$ cat src/rtl/brk_oe_pkg.sv
`timescale 1ns/1ps
package brk_oe_pkg;
   typedef enum logic [1:0] {
      PAIR_HIZ   = 2'd0,
      PAIR_PWM   = 2'd1,
      PAIR_INACT = 2'd2,
      PAIR_IDLE  = 2'd3
   } pair_mode_e;

   function automatic pair_mode_e pick_mode(input logic cfg, input logic en,
                                            input logic run, input logic rsel,
                                            input logic osel);
      pair_mode_e m;
      if (!cfg)              m = PAIR_HIZ;
      else if (en && run)    m = PAIR_PWM;
      else if (en)           m = rsel ? PAIR_INACT : PAIR_HIZ;
      else                   m = osel ? PAIR_IDLE : PAIR_HIZ;
      return m;
   endfunction
endpackage

$ cat src/rtl/brk_oe_sync.sv
`timescale 1ns/1ps
module brk_oe_sync #(
   parameter int STAGES = 2
) (
   input  logic clk,
   input  logic rst_n,
   input  logic d,
   output logic q
);
   logic [STAGES-1:0] chain;

   generate
      if (STAGES < 2) begin : g_bad_stages
         $error("brk_oe_sync: STAGES must be at least 2");
      end
   endgenerate

   always_ff @(posedge clk or negedge rst_n) begin
      if (!rst_n) chain <= '0;
      else        chain <= {chain[STAGES-2:0], d};
   end

   assign q = chain[STAGES-1];
endmodule

$ cat src/rtl/brk_oe_state.sv
`timescale 1ns/1ps
module brk_oe_state (
   input  logic clk,
   input  logic rst_n,
   input  logic sw_set,
   input  logic sw_clr,
   input  logic auto_en,
   input  logic ovf,
   input  logic brk_now,
   input  logic brk_sync,
   input  logic flag_clr,
   output logic moe,
   output logic flag
);
   logic moe_q;
   logic flag_q;

   always_ff @(posedge clk or negedge rst_n) begin
      if (!rst_n) begin
         moe_q  <= 1'b0;
         flag_q <= 1'b0;
      end else begin
         if (brk_now)                          moe_q <= 1'b0;
         else if (sw_clr)                      moe_q <= 1'b0;
         else if (sw_set || (auto_en && ovf))  moe_q <= 1'b1;

         if (brk_sync)      flag_q <= 1'b1;
         else if (flag_clr) flag_q <= 1'b0;
      end
   end

   assign moe  = moe_q & ~brk_now;
   assign flag = flag_q;
endmodule

$ cat src/rtl/brk_oe_gate.sv
`timescale 1ns/1ps
module brk_oe_gate
   import brk_oe_pkg::*;
(
   input  logic cfg,
   input  logic en,
   input  logic run,
   input  logic rsel,
   input  logic osel,
   input  logic pwm_p,
   input  logic pwm_n,
   input  logic inact_p,
   input  logic inact_n,
   input  logic idle_p,
   input  logic idle_n,
   output logic op,
   output logic on,
   output logic ep,
   output logic en_n
);
   pair_mode_e mode;

   always_comb begin
      mode = pick_mode(cfg, en, run, rsel, osel);
      op   = 1'b0;
      on   = 1'b0;
      ep   = 1'b0;
      en_n = 1'b0;
      case (mode)
         PAIR_PWM:   begin op = pwm_p;   on = pwm_n;   ep = 1'b1; en_n = 1'b1; end
         PAIR_INACT: begin op = inact_p; on = inact_n; ep = 1'b1; en_n = 1'b1; end
         PAIR_IDLE:  begin op = idle_p;  on = idle_n;  ep = 1'b1; en_n = 1'b1; end
         default:    begin op = 1'b0;    on = 1'b0;    ep = 1'b0; en_n = 1'b0; end
      endcase
   end
endmodule

$ cat src/rtl/brk_oe_ctrl.sv
`timescale 1ns/1ps
module brk_oe_ctrl #(
   parameter int NCH         = 3,
   parameter int SYNC_STAGES = 2
) (
   input  logic           clk,
   input  logic           rst_n,
   input  logic           sw_moe_set,
   input  logic           sw_moe_clr,
   input  logic           auto_en,
   input  logic           ovf_pulse,
   input  logic           brake_in,
   input  logic           brake_pol,
   input  logic           brake_en,
   input  logic           flag_clr,
   input  logic           timer_active,
   input  logic           run_idle_sel,
   input  logic           off_idle_sel,
   input  logic [NCH-1:0] ch_out_en,
   input  logic [NCH-1:0] pwm_p,
   input  logic [NCH-1:0] pwm_n,
   input  logic [NCH-1:0] inact_p,
   input  logic [NCH-1:0] inact_n,
   input  logic [NCH-1:0] idle_p,
   input  logic [NCH-1:0] idle_n,
   output logic           moe,
   output logic           brake_flag,
   output logic [NCH-1:0] out_p,
   output logic [NCH-1:0] out_n,
   output logic [NCH-1:0] oe_p,
   output logic [NCH-1:0] oe_n
);
   logic brk_now;
   logic brk_sync;
   logic moe_eff;

   generate
      if (NCH < 1) begin : g_bad_nch
         $error("brk_oe_ctrl: NCH must be at least 1");
      end
   endgenerate

   // Kill path: no register between pin and enable.
   assign brk_now = brake_en & (brake_in ~^ brake_pol);

   brk_oe_sync #(.STAGES(SYNC_STAGES)) u_sync (
      .clk   (clk),
      .rst_n (rst_n),
      .d     (brk_now),
      .q     (brk_sync)
   );

   brk_oe_state u_state (
      .clk      (clk),
      .rst_n    (rst_n),
      .sw_set   (sw_moe_set),
      .sw_clr   (sw_moe_clr),
      .auto_en  (auto_en),
      .ovf      (ovf_pulse),
      .brk_now  (brk_now),
      .brk_sync (brk_sync),
      .flag_clr (flag_clr),
      .moe      (moe_eff),
      .flag     (brake_flag)
   );

   assign moe = moe_eff;

   generate
      for (genvar i = 0; i < NCH; i++) begin : g_ch
         brk_oe_gate u_gate (
            .cfg     (ch_out_en[i]),
            .en      (moe_eff),
            .run     (timer_active),
            .rsel    (run_idle_sel),
            .osel    (off_idle_sel),
            .pwm_p   (pwm_p[i]),
            .pwm_n   (pwm_n[i]),
            .inact_p (inact_p[i]),
            .inact_n (inact_n[i]),
            .idle_p  (idle_p[i]),
            .idle_n  (idle_n[i]),
            .op      (out_p[i]),
            .on      (out_n[i]),
            .ep      (oe_p[i]),
            .en_n    (oe_n[i])
         );
      end
   endgenerate
endmodule

$ cat config.mk
export PLATFORM = sky130hd
export DESIGN_NAME = brk_oe_ctrl
export DESIGN_NICKNAME = d
export VERILOG_FILES = /design/src/rtl/brk_oe_pkg.sv /design/src/rtl/brk_oe_sync.sv /design/src/rtl/brk_oe_state.sv /design/src/rtl/brk_oe_gate.sv /design/src/rtl/brk_oe_ctrl.sv
export SDC_FILE = /design/constraint.sdc
export NUM_CORES = 1
export LEC_CHECK = 0
export ABC_AREA = 1
export BUFFER_PORTS_ARGS = -buffer_cell sky130_fd_sc_hd__buf_2
export CORE_MARGIN = 4
export CORE_UTILIZATION = 35
export CTS_CLUSTER_DIAMETER = 40
export DETAILED_ROUTE_END_ITERATION = 8
export PLACE_DENSITY = 0.73
export SLEW_MARGIN = 15
export SYNTH_ARGS = -nofsm -noshare
export SYNTH_HDL_FRONTEND = slang
export SYNTH_SLANG_ARGS = --single-unit
$ cat constraint.sdc
create_clock -name clk -period 1.3 [get_ports clk]
set_input_delay 0.13 -clock clk [delete_from_list [all_inputs] [get_ports clk]]
set_output_delay 0.13 -clock clk [all_outputs]
set_load 0.05 [all_outputs]
==> results_dict.tcl, run 1 <==
set metrics [dict create \
    netlist.area_leader.share_pct 23.5 \
    setup_slack_ns -0.285 \
    die_y_um 46.2 \
    leakagePower_nw 0.533 \
    grt.met3_usage_pct 2.73 \
    place_ws_ns -0.197 \
    wl_per_cell_um 12.1 \
    h-tree-depth 1 \
    hpwl_mm 1.23 \
    power_density_nw_per_um2 823 \
    netlist.top_cell.by_area "nand3_1" \
    finalMaxSlewViolations 0 \
    fin_area_um2 963 \
    path_common_cell "nand3_2" \
    syn_area_per_cell_um2 6.30 \
    synth_area_um2 510 \
    finalCriticalPeriod_ns 1.58 \
    drt-total-wl_mm 1.68 \
    path_buf_inv 1 \
    peakVddDrop_uv 419 \
    ant_nets 0 \
    viasPerCell 4.84 \
    crit_path_end_kind "primary output" \
    rsz0062_at_grt "true" \
    grt_pass1_wl_mm 2.37 \
    cp.arrival_ns 1.45 \
    num_vias 673 \
    crit_fanout 4 \
    min_path_type "in -> reg" \
    fmax_mhz 631 \
    busiest_layer "met2" \
    die_x_um 46.2 \
    setup_viol 12 \
    antenna_found_initial 0 \
    crit_slowest_cell "dfrtp_2" \
    yosysWarnings 0 \
    grt_overflow_total 0 \
    clock_path_buffers 2 \
    cts.sinks 4 \
    drtIter0Drc 6 \
    hold_viol_final 0 \
    n_antenna_cell 0 \
    utilization_pct 72.2 \
    use_met2_pct 27.7 \
    worstPathCellList "nand3_2 -> nand3_2 -> nor2_4 -> nand2_1 -> nand3_1 -> buf_6" \
    die-area_um2 2130 \
    synthDistinctLibCells 14 \
    final_cell_count_no_fill 139 \
    drc 0 \
    relSlewSlack_pct 83.6 \
    cap_violations 0 \
    layout-drive-gt1-share_pct 63.7 \
    globalplace.congestion 0.756 \
    cts_tree "yes" \
    grt_use_total_pct 15.2 \
    dp.cells 132 \
    synth.area.top_cells "nand3_1 24%, dfrtp_1 20%, buf_4 18%" \
    min_path_cells 2 \
    design.core.area_um2 1330 \
    num_rows 13 \
    critical_path_depth 6 \
    synth_seq_cells 4 \
    crit_family "simple AND/OR/NAND/NOR gates" \
    clk_latency_ns 0.23 \
    synth.net_count 115 \
    io_pins 48 \
    root_buffer "clkbuf_4" \
    worst_slew_pin_slew_ns 0.247 \
    yosysSeqAreaShare_pct 19.6 \
    postPlaceCellArea_um2 678 \
    period_share_pct 122 \
    slowest_delay_ns 0.45 \
    grt_pass1_vias 607 \
    rr_worst_depth 3 \
    syn2layout_area_growth_pct 88.7 \
    fin_skew_ns 0.00282 \
    port_buffers 47 \
    drt_first_pass_iters 3 \
    cts_inserted_buffers 3 \
    total_power_mw 0.793 \
    cp-start-kind "register" \
    violations "negative setup slack" \
    grt_use_met1_pct 16.7 \
    start_util_pct 38.3 \
    nNetsFinal 160 \
    netlist_instances 81 \
    status "finished with violations" \
    crit_required_ns 1.17 \
    grt_max_degree 7 \
    path_class "reg -> out" \
    clkTransAtPathRegs_ns 0.04 \
]
[sequential cells by signal (all words and copies together), names as in the netlist]
| name | flops |
|---|---|
| u_sync.chain | 2 |
| u_state.flag | 1 |
| u_state.moe_q | 1 |
[path summary, 6_finish.rpt]
check / startpoint / to / slack [ns]
setup / recovery: u_state.moe_q / out_p[0] / -0.28
hold / removal: sw_moe_clr / u_state.moe_q / 0.07
setup reg to reg: u_state.moe_q / u_state.moe_q / 0.39
hold reg to reg: u_sync.chain[0] / u_sync.chain[1] / 0.35
max in group asynchronous: rst_n / u_state.moe_q / 0.93
min in group asynchronous: rst_n / u_state.flag / 0.24
[kinds of logic after synthesis]
family / share of synthesized area, %
flip-flops: 19.6
AO/OA/AOI/OAI: 4.90
AND/OR/NAND/NOR: 45.3
buffers and inverters: 30.1
[cell type report]
cell class	instances	area, um2
inverter	14	52.6
sequential	4	101
multi-input combinational	51	415
timing repair buffer	52	353
tap	15	18.8
clock buffer	3	22.5
fill	103	370
[per-layer routing]
metal / vias to the layer above / part of all wire [%]
li1: 338 / -
met1: 311 / 37
met2: 22 / 56
met3: 2 / 6.2
met4: 0 / 0.71
met5: - / 0
[Yosys cell counts]
library cell	number
nand2_1	11
o21ai_0	2
nand3_1	24
inv_1	14
dfrtp_1	4
nand2_2	2
nor2_1	3
buf_4	12
buf_6	1
o21bai_1	1
nor2_2	4
nand2_4	1
nand3_2	1
a211oi_1	1
[cells in the final DEF, fill, tap and decap left out, types with 2 or more instances in the layout]
cell type  synthesis  final
inv_1             14     12
buf_4             12      7
nand2_8            0      3
dfrtp_1            4      3
buf_6              1      8
buf_8              0      2
nand2_1           11     10
nand3_2            1      7
inv_2              0      2
nand3_1           24     15
nor2_4             0      5
nand3_4            0      3
clkbuf_4           0      3
buf_2              0     34
[per-stage QoR]
stage               setup TNS, ns  hold WS, ns
global route                -3.48       0.0521
CTS                         -2.56       0.0395
floorplan                       0       -0.166
detailed placement          -1.71      -0.0624
finish                      -2.56       0.0653
global placement            -1.08      -0.0652
[report_power, final]
group | switching [mW] | internal, mW | total [mW]
clock network | 0.0448 | 0.103 | 0.148
logic | 0.319 | 0.183 | 0.502
registers | 0.00818 | 0.136 | 0.144
total | 0.372 | 0.421 | 0.793
[repair_timing]
item                                    4_1_cts  5_1_grt
pin swaps                                     2        0
gates cloned                                  1        0
hold buffers                                  1        0
endpoints found under the setup margin       12       12
setup buffers                                 2        0
endpoints found under the hold margin         4        0
gates resized for setup                      48        9
No activity file was read; power rests on OpenSTA's default activity.
==> run 2: changes to the inputs <==
- CORE_UTILIZATION: 35 -> 32
- PLACE_DENSITY: 0.73 -> default
- PLACE_DENSITY_LB_ADDON: default -> 0.25
- clock period: 1.3 -> 1.34 ns (I/O delays scaled with it)
==> run 2 against run 1 <==
- the flow still finishes with violations (negative setup slack)
- critical path depth is 2 higher
- hold slack worse by 0.0084 ns
- design area down 6.4%
- final cell count shrank 1.4%
- first-iteration DRC count down 83%
- non-clock buffer count decreased by 2
- critical path type unchanged
- critical endpoint is now out_n[0]
==> results_dict.tcl, run 2 (synthesized netlist as in run 1, its figures left out) <==
set metrics [dict create \
    status "finished with violations" \
    violations "negative setup slack" \
    design.core.area_um2 1510 \
    cp.arrival_ns 1.44 \
    hpwl_mm 1.16 \
    clkTransAtPathRegs_ns 0.03 \
    layout-drive-gt1-share_pct 63.6 \
    relSlewSlack_pct 82.8 \
    use_met2_pct 23.5 \
    syn2layout_area_growth_pct 76.7 \
    ant_nets 0 \
    grt_max_degree 13 \
    num_vias 628 \
    grt.met3_usage_pct 3.01 \
    h-tree-depth 1 \
    peakVddDrop_uv 471 \
    grt_use_met1_pct 13.9 \
    intPower_mw 0.397 \
    place_ws_ns -0.151 \
    drc 0 \
    fmax_mhz 634 \
    power_switching_mw 0.338 \
    period_share_pct 118 \
    setup_viol 12 \
    nNetsFinal 157 \
    port_buffers 47 \
    globalplace.congestion 0.578 \
    leakagePower_nw 0.515 \
    r2r_end "u_state.moe_q" \
    die_x_um 47.9 \
    crit_fanout 5 \
    start_util_pct 33.9 \
    min_path_cells 2 \
    grt_pass1_vias 597 \
    crit_path_end_kind "primary output" \
    clk_latency_ns 0.23 \
    worst_slew_pin_slew_ns 0.256 \
    largest_reg_flops 2 \
    busiest_layer "met2" \
    cts_tree "yes" \
    num_rows 14 \
    clockPowerShare_pct 19.5 \
    viasPerCell 4.58 \
    finalMaxSlewViolations 0 \
    clock_path_buffers 2 \
    cts.sinks 4 \
    die-area_um2 2300 \
    setup_slack_ns -0.237 \
    root_buffer "clkbuf_4" \
    power_density_nw_per_um2 816 \
    worstHoldStart "sw_moe_clr" \
    fillCellCount 152 \
    cp-start-kind "register" \
    crit_required_ns 1.21 \
    grt_use_total_pct 13.1 \
    antenna_found_initial 0 \
    wl_per_cell_um 10.8 \
    fin_area_um2 902 \
    p_seq_share_pct 18.8 \
    final_cell_mix "35 x buf_2, 15 x nand3_1, 12 x inv_1, 11 x buf_6, 9 x nand3_2" \
    hold_viol_final 0 \
    min_path_type "in -> reg" \
    postPlaceCellArea_um2 679 \
    whs_endpoint "u_state.moe_q" \
    drt_first_pass_iters 2 \
    regMostFlops "u_sync.chain" \
    netSwitchingFraction_pct 46.0 \
    drtIter0Drc 1 \
    grt_pass1_wl_mm 2.15 \
    n_antenna_cell 0 \
    die_y_um 47.9 \
    combPwrFrac_pct 61.7 \
    grt_overflow_total 0 \
    cts_inserted_buffers 3 \
    r2r_slack_ns 0.56 \
    rr_worst_depth 2 \
    io_pins 48 \
    cap_violations 0 \
    finalCriticalPeriod_ns 1.58 \
    fin_skew_ns 0.00485 \
    worst_r2r_startpoint "u_state.moe_q" \
    post_cts_buffers 0 \
    rsz0062_at_grt "true" \
    drt-total-wl_mm 1.49 \
    path_class "reg -> out" \
    final_common_cell "buf_2" \
]
==> run 2: changes by cell type in the layout (fill, tap and decap cells not counted), moves of 3 or more <==
cell,delta
nor2_2,+3
buf_6,+3
nor2_4,-3
buf_4,-6
==> run 2: worst max path at each step <==
stage,from,end,slack (ns)
final,u_state.moe_q,out_n[0],-0.24
after floorplan,u_state.moe_q,oe_n[0],0.07
after global routing,u_state.moe_q,out_n[2],-0.32
after CTS,u_state.moe_q,out_n[0],-0.26
after detailed placement,brake_pol,out_n[2],-0.15
after global placement,brake_pol,out_p[2],-0.11
==> run 2: power by group through the flow <==
stage	combinational [mW]	clock, mW	sequential, mW
global route	0.483	0.167	0.139
global placement	0.346	0	0.137
detailed placement	0.350	0	0.138
CTS	0.425	0.153	0.137
floorplan	0.288	0	0.148
finish	0.454	0.143	0.139
==> run 2: final cells by class <==
cell class	count	area, um2	share of cell area (%)
sequential	4	101	11.2
clock buffer	3	22.5	2.50
inverter	14	52.6	5.83
timing repair buffer	50	347	38.4
tap	16	20.0	2.22
multi-input combinational	50	359	39.8
==> run 2: metrics by stage <==
step | std cells | power (mW) | hold slack, ns | utilization [%] | setup TNS (ns)
floorplan | 81 | 0.436 | -0.162 | - | 0
global placement | 133 | 0.484 | -0.0615 | 45.1 | -0.794
detailed placement | 133 | 0.488 | -0.0605 | 45.1 | -1.19
CTS | 137 | 0.715 | 0.0529 | 55.8 | -2.74
global route | 137 | 0.790 | 0.0581 | 59.9 | -3.14
finish | 137 | 0.736 | 0.0569 | 59.9 | -2.03
==> run 2: timing repair <==
item | in CTS | in global routing
pin swaps | 7 | 3
hold buffers | 1 | 0
setup endpoints to repair | 12 | 12
hold endpoints to repair | 4 | 0
resized for setup | 38 | 15
==> run 2: metal layers <==
layer | share of wire [%] | vias up
met5 | 0 | -
met4 | 0 | 0
met3 | 7.6 | 0
met2 | 56 | 20
met1 | 36 | 278
li1 | - | 330
==> run 2: worst max-delay path, stage by stage (launching register included) <==
cell	delay (ns)
dfrtp_2	0.42
nand2_4	0.09
nand2_8	0.09
buf_6	0.10
nand3_4	0.08
nor2_4	0.14
nand2_2	0.07
nand3_2	0.08
buf_8	0.14
==> run 3: changes to the inputs <==
- BUFFER_PORTS_ARGS: -buffer_cell sky130_fd_sc_hd__buf_2 -> -buffer_cell sky130_fd_sc_hd__buf_4
- CORE_UTILIZATION: 32 -> 29
- SYNTH_HIERARCHICAL: default -> 1
==> run 3 against run 2 <==
- the flow still finishes with violations (negative setup slack)
- synthesized area is 18% lower
- sequential share of layout area is 2.3 points lower
- via count is 15% higher
- largest power group unchanged
==> results_dict.tcl, run 3 <==
set metrics [dict create \
    n_antenna_cell 0 \
    synth_top_family_by_area "simple AND/OR/NAND/NOR gates" \
    worst_r2r_startpoint "u_state/moe_q" \
    crit_start "u_state/moe_q" \
    min_path_type "in -> reg" \
    die-area_um2 2110 \
    largest_reg_flops 2 \
    synthDistinctLibCells 11 \
    period_share_pct 121 \
    crit_fanout 8 \
    cap_violations 0 \
    nNetsFinal 154 \
    hold_viol_final 0 \
    postPlaceCellArea_um2 928 \
    regMostFlops "u_sync/chain" \
    async_reset_ff_share_pct 100 \
    setup_slack_ns -0.281 \
    grt_pass1_wl_mm 2.70 \
    yosysWarnings 6 \
    status "finished with violations" \
    design.core.area_um2 1330 \
    synth_commonest_cells "18 x nand4_1, 13 x nand2_1, 11 x inv_1, 6 x nand3_1" \
    grt_max_degree 17 \
    synth_area_um2 417 \
    power_switching_mw 0.320 \
    antenna_found_initial 0 \
    hold_ws_ns 0.0781 \
    fmax_mhz 617 \
    fin_skew_ns 0.00580 \
    rsz0062_at_grt "true" \
    violations "negative setup slack" \
    synthSimpleGateAreaFrac_pct 49.5 \
    synth.net_count 101 \
    synth_xor_area_share_pct 0 \
    yosysMostFrequentCell "nand4_1" \
    combPwrFrac_pct 61.7 \
    worstHoldStart "flag_clr" \
    clkTransAtPathRegs_ns 0.04 \
    final_cell_mix "35 x buf_4, 18 x nand4_1, 8 x inv_1, 7 x buf_6" \
    grt_overflow_total 0 \
    rr_worst_depth 2 \
    tns_ns -3.09 \
    synthAdderAreaFrac_pct 0 \
    p_seq_share_pct 18.0 \
    whs_endpoint "u_state/flag" \
    multi_input_area_um2 415 \
    syn_area_per_cell_um2 6.22 \
    netSwitchingFraction_pct 42.4 \
    num_vias 724 \
    synth-main-ff-cell "dfrtp_1" \
    die_x_um 45.9 \
    netlist.top_cell.by_area "nand4_1" \
    r2r_end "u_state/moe_q" \
    synthMuxAreaShare_pct 0 \
    worst_slew_pin_slew_ns 0.296 \
    wl_per_cell_um 14.6 \
    setup_viol 13 \
    synth_seq_cells 4 \
    die_y_um 45.9 \
    cp-start-kind "register" \
    cts_tree "yes" \
    hpwl_mm 1.38 \
    peakVddDrop_uv 420 \
    clock_path_buffers 2 \
    cp.arrival_ns 1.49 \
    grt_pass1_vias 702 \
    io_pins 48 \
    finalMaxSlewViolations 0 \
    final_common_cell "buf_4" \
    utilization_pct 83.9 \
    intPower_mw 0.435 \
    clockPowerShare_pct 20.3 \
    crit_required_ns 1.21 \
    min_path_cells 2 \
    drc 0 \
    seqCellArea_um2 100 \
    ant_nets 0 \
    netlist_instances 67 \
    viasPerCell 5.44 \
    synth_edf_count 0 \
    syn2layout_area_growth_pct 168 \
    netlist.area_leader.share_pct 27.0 \
    start_util_pct 31.2 \
    place_ws_ns -0.205 \
    synth_compound_area_share_pct 8.41 \
    fillCellCount 74 \
    num_rows 13 \
    path_class "reg -> out" \
    relSlewSlack_pct 80.2 \
    finalCriticalPeriod_ns 1.62 \
    r2r_slack_ns 0.58 \
    leakagePower_nw 0.568 \
    port_buffers 47 \
    cts.sinks 4 \
    drtIter0Drc 10 \
    drt-total-wl_mm 1.94 \
    globalplace.congestion 0.718 \
    crit_path_end_kind "primary output" \
    clk_latency_ns 0.24 \
    cts_inserted_buffers 3 \
    fin_area_um2 1120 \
    grt_use_total_pct 17.5 \
    layout-drive-gt1-share_pct 66.9 \
    synth.area.top_cells "nand4_1 27%, dfrtp_1 24%, nand2_1 12%" \
    h-tree-depth 1 \
    drt_first_pass_iters 4 \
    root_buffer "clkbuf_4" \
    power_density_nw_per_um2 675 \
    yosysSeqAreaShare_pct 24.0 \
]
[run 3: per-layer routing]
| metal | GRT usage (%) | routed length (um) | vias up |
|---|---|---|---|
| li1 | - | - | 344 |
| met2 | 30.8 | 1080 | 39 |
| met4 | 13.6 | 65 | 0 |
| met3 | 1.58 | 172 | 8 |
| met5 | 0 | 0 | - |
| met1 | 18.7 | 622 | 333 |
[run 3: power by group through the flow]
| stage | sequential [mW] | clock, mW | combinational, mW |
|---|---|---|---|
| floorplan | 0.147 | 0 | 0.228 |
| global placement | 0.136 | 0 | 0.382 |
| detailed placement | 0.137 | 0 | 0.388 |
| CTS | 0.135 | 0.155 | 0.430 |
| global route | 0.136 | 0.162 | 0.492 |
| finish | 0.136 | 0.153 | 0.466 |
[run 3: what timing repair did]
action | 4_1_cts | 5_1_grt
gates cloned | 0 | 1
pin swaps | 3 | 6
buffers inserted | 0 | 1
endpoints found under the setup margin | 12 | 12
gates resized for setup | 24 | 15
hold endpoints to repair | 4 | 0
hold buffers | 1 | 0
[run 3: layout make-up]
cell class / count / area share [%]
Tap cell: 15 / 1.68
Inverter: 14 / 6.71
Timing Repair Buffer: 51 / 43.5
Multi-Input combinational cell: 46 / 37.1
Clock buffer: 3 / 2.01
Sequential cell: 4 / 8.95
[run 3: worst max-delay path by stage]
stage | endpoint | slack (ns)
2_1_floorplan | oe_p[0] | -0.46
3_3_place_gp | oe_p[1] | -0.15
3_5_place_dp | oe_n[2] | -0.20
4_1_cts | out_n[2] | -0.24
5_1_grt | out_p[0] | -0.34
6_report | out_n[2] | -0.28
[run 3: metrics by stage]
stage	power (mW)	cells
2_1_floorplan	0.375	67
3_3_place_gp	0.518	127
3_5_place_dp	0.525	127
4_1_cts	0.720	131
5_1_grt	0.790	133
6_report	0.755	133
[run 3: cells by family (layout without fill, tap and decap cells)]
| kind of cell | after synthesis | count (layout) |
|---|---|---|
| compound gates | 5 | 5 |
| buf+inv | 17 | 68 |
| simple gates | 41 | 41 |
| flops | 4 | 4 |
[run 3: worst max-delay path: stages, from the launching register on]
cell     delay [ns]
dfrtp_1        0.38
inv_2          0.06
nor2_4         0.13
buf_12         0.16
buf_4          0.13
nand4_1        0.12
nand3_4        0.11
buf_8          0.15
